<file path="config.mk">
export PLATFORM = sky130hd
export DESIGN_NAME = exc_ctrl
export DESIGN_NICKNAME = d
export VERILOG_FILES = /design/src/rtl/exc_pkg.sv /design/src/rtl/exc_prio_regs.sv /design/src/rtl/exc_arbiter.sv /design/src/rtl/exc_state.sv /design/src/rtl/exc_ctrl.sv
export SDC_FILE = /design/constraint.sdc
export NUM_CORES = 1
export LEC_CHECK = 0
export BUFFER_PORTS_ARGS = -buffer_cell sky130_fd_sc_hd__buf_2
export CORE_MARGIN = 2
export CORE_UTILIZATION = 45
export CTS_CLUSTER_SIZE = 12
export DETAILED_ROUTE_END_ITERATION = 8
export HOLD_SLACK_MARGIN = 0.02
export PLACE_DENSITY_LB_ADDON = 0.25
export SLEW_MARGIN = 20
export SYNTH_ARGS = -nofsm -noshare
export SYNTH_HDL_FRONTEND = slang
export SYNTH_SLANG_ARGS = --single-unit
</file>
<file path="constraint.sdc">
create_clock -name clk -period 39.3 [get_ports clk]
set_input_delay 0 -clock clk [delete_from_list [all_inputs] [get_ports clk]]
set_output_delay 0 -clock clk [all_outputs]
set_load 0.02 [all_outputs]
</file>
<file path="src/rtl/exc_pkg.sv">
package exc_pkg;
  // Level encoding: smaller is more urgent
  localparam int LV_BOOT     = 0;
  localparam int LV_NMI      = 1;
  localparam int LV_FAULT    = 2;
  localparam int LV_CFG_BASE = 3;
  // Slot layout: 0 NMI, 1 fault, 2 svc, 3 deferred, 4 timer, 5.. irq
  localparam int N_SYS_SLOTS = 5;
  localparam int N_CFG_SYS   = 3;
  localparam int RESET_NUM   = 1;
  localparam int IRQ_BASE    = 16;

  function automatic int slot_num(input int s);
    case (s)
      0:       return 2;
      1:       return 3;
      2:       return 11;
      3:       return 14;
      4:       return 15;
      default: return IRQ_BASE + s - N_SYS_SLOTS;
    endcase
  endfunction
endpackage

</file>
<file path="src/rtl/exc_prio_regs.sv">
module exc_prio_regs #(
  parameter int N_CFG  = 11,
  parameter int PRIO_W = 2,
  localparam int SEL_W = $clog2(N_CFG)
) (
  input  logic                          clk,
  input  logic                          rst_n,
  input  logic                          we,
  input  logic [SEL_W-1:0]              sel,
  input  logic [PRIO_W-1:0]             wdata,
  output logic [N_CFG-1:0][PRIO_W-1:0]  prio_o
);
  logic [N_CFG-1:0][PRIO_W-1:0] prio_q, prio_d;

  always_comb begin
    prio_d = prio_q;
    for (int i = 0; i < N_CFG; i++) begin
      if (we && (int'(sel) == i)) prio_d[i] = wdata;
    end
  end

  always_ff @(posedge clk or negedge rst_n) begin
    if (!rst_n) prio_q <= '0;
    else        prio_q <= prio_d;
  end

  assign prio_o = prio_q;
endmodule

</file>
<file path="src/rtl/exc_arbiter.sv">
module exc_arbiter #(
  parameter int N     = 13,
  parameter int LVL_W = 3,
  localparam int IDX_W = $clog2(N)
) (
  input  logic [N-1:0]             req,
  input  logic [N-1:0][LVL_W-1:0]  rank,
  output logic                     found,
  output logic [IDX_W-1:0]         best_idx,
  output logic [LVL_W-1:0]         best_rank
);
  // Strict compare keeps the lowest slot, hence lowest number, on ties
  always_comb begin
    found     = 1'b0;
    best_idx  = '0;
    best_rank = '1;
    for (int i = 0; i < N; i++) begin
      if (req[i] && (!found || (rank[i] < best_rank))) begin
        found     = 1'b1;
        best_idx  = IDX_W'(i);
        best_rank = rank[i];
      end
    end
  end
endmodule

</file>
<file path="src/rtl/exc_state.sv">
module exc_state #(
  parameter int N_SLOT = 13,
  localparam int IDX_W = $clog2(N_SLOT)
) (
  input  logic              clk,
  input  logic              rst_n,
  input  logic [N_SLOT-1:0] req_vec,
  input  logic              ack_en,
  input  logic [IDX_W-1:0]  ack_idx,
  input  logic              ret_en,
  input  logic [IDX_W-1:0]  ret_idx,
  output logic [N_SLOT-1:0] pend_o,
  output logic [N_SLOT-1:0] act_o
);
  logic [N_SLOT-1:0] pend_q, pend_d, act_q, act_d;
  logic [N_SLOT-1:0] ack_mask, ret_mask;

  always_comb begin
    ack_mask = ack_en ? (N_SLOT'(1) << ack_idx) : '0;
    ret_mask = ret_en ? (N_SLOT'(1) << ret_idx) : '0;
    // A request in the acknowledge cycle survives: active and pending
    pend_d   = (pend_q & ~ack_mask) | req_vec;
    act_d    = (act_q & ~ret_mask) | ack_mask;
  end

  always_ff @(posedge clk or negedge rst_n) begin
    if (!rst_n) begin
      pend_q <= '0;
      act_q  <= '0;
    end else begin
      pend_q <= pend_d;
      act_q  <= act_d;
    end
  end

  assign pend_o = pend_q;
  assign act_o  = act_q;
endmodule

</file>
<file path="src/rtl/exc_ctrl.sv">
module exc_ctrl
  import exc_pkg::*;
#(
  parameter int N_IRQ  = 8,
  parameter int PRIO_W = 2,
  localparam int N_CFG = N_CFG_SYS + N_IRQ,
  localparam int SEL_W = $clog2(N_CFG),
  localparam int EXC_W = $clog2(IRQ_BASE + N_IRQ),
  localparam int LVL_W = $clog2((2 ** PRIO_W) + 4)
) (
  input  logic              clk,
  input  logic              rst_n,
  input  logic              nmi_i,
  input  logic              fault_i,
  input  logic              svc_i,
  input  logic              defer_i,
  input  logic              tick_i,
  input  logic [N_IRQ-1:0]  irq_i,
  input  logic [N_IRQ-1:0]  swpend_i,
  input  logic              prio_we_i,
  input  logic [SEL_W-1:0]  prio_sel_i,
  input  logic [PRIO_W-1:0] prio_wdata_i,
  input  logic              ack_i,
  input  logic              ret_i,
  output logic              exc_valid_o,
  output logic [EXC_W-1:0]  exc_num_o,
  output logic [EXC_W+1:0]  vec_addr_o,
  output logic              preempt_o,
  output logic [LVL_W-1:0]  run_level_o
);
  localparam int N_SLOT = N_SYS_SLOTS + N_IRQ;
  localparam int IDX_W  = $clog2(N_SLOT);

  logic [N_CFG-1:0][PRIO_W-1:0] prio;
  logic [N_SLOT-1:0][LVL_W-1:0] rank;
  logic [N_SLOT-1:0]            req_vec, pend, act;
  logic                         pend_found, act_found;
  logic [IDX_W-1:0]             pend_idx, act_idx;
  logic [LVL_W-1:0]             pend_rank, act_rank, win_level;
  logic                         boot_q, boot_d;
  logic                         ack_take, ret_take;

  assign req_vec = {irq_i | swpend_i, tick_i, defer_i, svc_i, fault_i, nmi_i};

  exc_prio_regs #(.N_CFG(N_CFG), .PRIO_W(PRIO_W)) u_prio (
    .clk(clk), .rst_n(rst_n), .we(prio_we_i), .sel(prio_sel_i),
    .wdata(prio_wdata_i), .prio_o(prio)
  );

  for (genvar s = 0; s < N_SLOT; s++) begin : g_rank
    if (s == 0) begin : g_nmi
      assign rank[s] = LVL_W'(LV_NMI);
    end else if (s == 1) begin : g_fault
      assign rank[s] = LVL_W'(LV_FAULT);
    end else begin : g_cfg
      assign rank[s] = LVL_W'(prio[s-2]) + LVL_W'(LV_CFG_BASE);
    end
  end

  exc_arbiter #(.N(N_SLOT), .LVL_W(LVL_W)) u_pend_arb (
    .req(pend), .rank(rank), .found(pend_found),
    .best_idx(pend_idx), .best_rank(pend_rank)
  );

  exc_arbiter #(.N(N_SLOT), .LVL_W(LVL_W)) u_act_arb (
    .req(act), .rank(rank), .found(act_found),
    .best_idx(act_idx), .best_rank(act_rank)
  );

  // Reset entry is presented once after reset, ahead of everything
  always_comb begin
    boot_d = boot_q & ~ack_i;
  end

  always_ff @(posedge clk or negedge rst_n) begin
    if (!rst_n) boot_q <= 1'b1;
    else        boot_q <= boot_d;
  end

  always_comb begin
    preempt_o   = boot_q | (pend_found && (pend_rank < act_rank));
    ack_take    = ack_i & preempt_o & ~boot_q;
    ret_take    = ret_i & act_found;
    run_level_o = act_rank;
    exc_valid_o = boot_q | pend_found;
    win_level   = boot_q ? LVL_W'(LV_BOOT) : pend_rank;
    if (boot_q)          exc_num_o = EXC_W'(RESET_NUM);
    else if (pend_found) exc_num_o = EXC_W'(slot_num(int'(pend_idx)));
    else                 exc_num_o = '0;
    vec_addr_o = {exc_num_o, 2'b00};
  end

  exc_state #(.N_SLOT(N_SLOT)) u_state (
    .clk(clk), .rst_n(rst_n), .req_vec(req_vec),
    .ack_en(ack_take), .ack_idx(pend_idx),
    .ret_en(ret_take), .ret_idx(act_idx),
    .pend_o(pend), .act_o(act)
  );
endmodule

</file>
==> impl_metrics.ini <==
[sta]
setup_tns_ns = 0
relSlewSlack = 0.494
worst_pin_slew_ns = 0.757
period_share = 0.485
hold_viol = 0
max_freq_mhz = 52.5
skew_ns = 0.00656
rsz0062_at_grt = no
fin_crit_ns = 19.06
drv_slew = 0
finalSetupViolations = 0

[place]
dp_hpwl_um = 15700
gp_congestion = 0.991
portBuffers = 46

[setup_path]
max_stage_delay_ns = 0.67
cp.depth = 81
required_ns = 39.48
worst_setup_path_end_kind = register
critPathArrivalTime_ns = 19.24
cpMostUsedCell = ha_1
reg2reg_slack_ns = 20.24
cpMaxStageDelayCell = a2111oi_1
crit_path_start_kind = register
worst-path-buf-inv = 5
r2r.worst_path.cells = 81
cp-startpoint = u_prio.prio_o[2]
crit_type = register to register
r2r-end = u_state.pend_o[9]
path_max_fanout = 12
reg2reg_from = u_prio.prio_o[2]
cp_top_family = compound AO/OA/AOI/OAI gates

[clocking]
cts_buffer_depth = 2
cts_hold_buf = 26
numCtsBuffers = 5
cts.sinks = 49
clock_latency_ns = 0.30
cts_tree = built
htreeDepth = 2
post-cts-setup-buffers = 0
clockRootBuffer = clkbuf_16
cts_resized = 0
clk_pin_slew_worst_paths_ns = 0.07

[floorplanning]
chipWidth_um = 123
die_area_mm2 = 0.0150
ioPinCount = 49
rows = 43
core_mm2 = 0.0138
die_h_um = 123
initial_core_util = 0.458

[grt]
antenna_found_initial = 0
grt_pass1_vias = 6203
grt_use_total = 0.272
grt_max_degree = 50
grt_pass1_wl_um = 32200
grt_overflow = 0

[yosys]
synth.distinct_cells = 102
synth.area.top_cells = dfrtp_1 19%, ha_1 11%, a21oi_1 3.7%
syn_area_mm2 = 0.00634
synthFlopType = dfrtp_1
synth_top_area_share = 0.190
synthArstFlopShare = 1.00
synth_edf_count = 0
synthCells = 781
yosys.area.top_type = dfrtp_1
ys_ff_latch = 49
synth-seq-area-share = 0.194
ys_warn_count = 0
synth.avg_cell_area_um2 = 8.11

[cells_and_area]
fin_nets = 920
layout-drive-gt1-share = 0.156
fillers = 1283
n_antenna_cell = 0
area_delta_synth_final_pct = 10.4

[drt]
drc = 0
drt_iter0_markers = 637
vias_per_cell = 6.46
vias = 6541
avgRoutedWirePerCell_um = 19.9
drt-total-wl_um = 20100
dr.pass1.iters = 5
drtAntennaViolNets = 0

[worst_hold_path]
holdPathEnd = u_state.pend_o[11]
hold_path.class = primary input to register
min-delay-start = swpend_i[6]
min_path_cells = 3

[run]
cap_violations = 0

[outcome]
status = finished, final reports clean
metal layers:
layer  GRT usage  share of wire
met5           0              0
met4      0.0704          0.020
met3      0.0479          0.071
met2       0.450           0.47
met1       0.365           0.44
per-stage QoR:
step	util	worst slack [ns]	hold WS, ns	area (um2)	std cells
after detailed placement	0.475	21.21	0.146	6560	978
after CTS	0.506	20.65	0.0204	6990	1012
after global placement	0.475	21.58	0.157	6560	978
after global routing	0.506	18.87	0.0310	7000	1012
after floorplan	-	23.70	-0.296	6340	782
final	0.506	20.24	0.0168	7000	1012
cell usage after synthesis (all sizes together) (15+ instances only):
cell	n
ha	57
buf	25
nor2	59
o211ai	16
o31ai	17
nand2	60
a31oi	15
a21oi	48
nor3	29
o21a	24
o21ai	50
nand3	17
o41ai	15
mux2	19
nand2b	15
nor4	20
dfrtp	48
inv	61
state kept, by name, indices dropped and copies added, names as in the netlist:
signal,cells
boot_q,1
u_state.act_o,13
u_state.pend_o,13
u_prio.prio_o,22
cell type report:
cell class              count  area [um2]  area share
multi-input cells         639        4630       0.662
flip-flops and latches     49        1230       0.175
repair buffers             75         513      0.0733
inverters                  61         229      0.0327
well taps                 180         225      0.0322
clock buffers               5         125      0.0179
clock inverters             3        46.3     0.00662
tightest hold or removal path, delay by kind of cell:
| kind | cells | cell delay (ns) |
|---|---|---|
| AO/OA/AOI/OAI | 1 | 0.13 |
| buffers and inverters | 1 | 0.09 |
| AND/OR/NAND/NOR | 1 | 0.05 |
worst max-delay path by stage:
stage,endpoint,slack (ns)
finish,u_state.pend_o[9],20.24
global route,u_state.pend_o[9],18.87
CTS,u_state.pend_o[7],20.65
detailed placement,u_state.pend_o[5],21.21
global placement,u_state.pend_o[6],21.58
floorplan,u_state.pend_o[12],23.70
layout by cell type, fill, tap and decap left out, types with 14 or more instances in the layout:
master / instances
inv_1: 61
nand2_1: 59
nor2_1: 58
ha_1: 57
dfrtp_1: 48
a21oi_1: 47
buf_2: 46
o21ai_0: 39
nor3_1: 28
dlygate4sd3_1: 26
o21a_1: 22
mux2_2: 18
nand3_1: 17
nor4_1: 17
o211ai_1: 16
a31oi_1: 15
o41ai_1: 15
o31ai_1: 14
nand2b_1: 14
cells by family (layout without fill, tap and decap cells):
family / count (synthesis) / after routing / synth area share
AOI/OAI and AO/OA: 296 / 296 / 0.358
and+or+nand+nor: 263 / 263 / 0.221
buffers and inverters: 94 / 144 / 0.0766
adders and majority gates: 57 / 57 / 0.113
DFF: 49 / 49 / 0.194
muxes: 21 / 21 / 0.0375
other: 1 / 2 / 0.000592
Power is left out: the tool's default activity adds up to more than one toggle a clock period on the data nets, which glitch-free logic cannot reach.
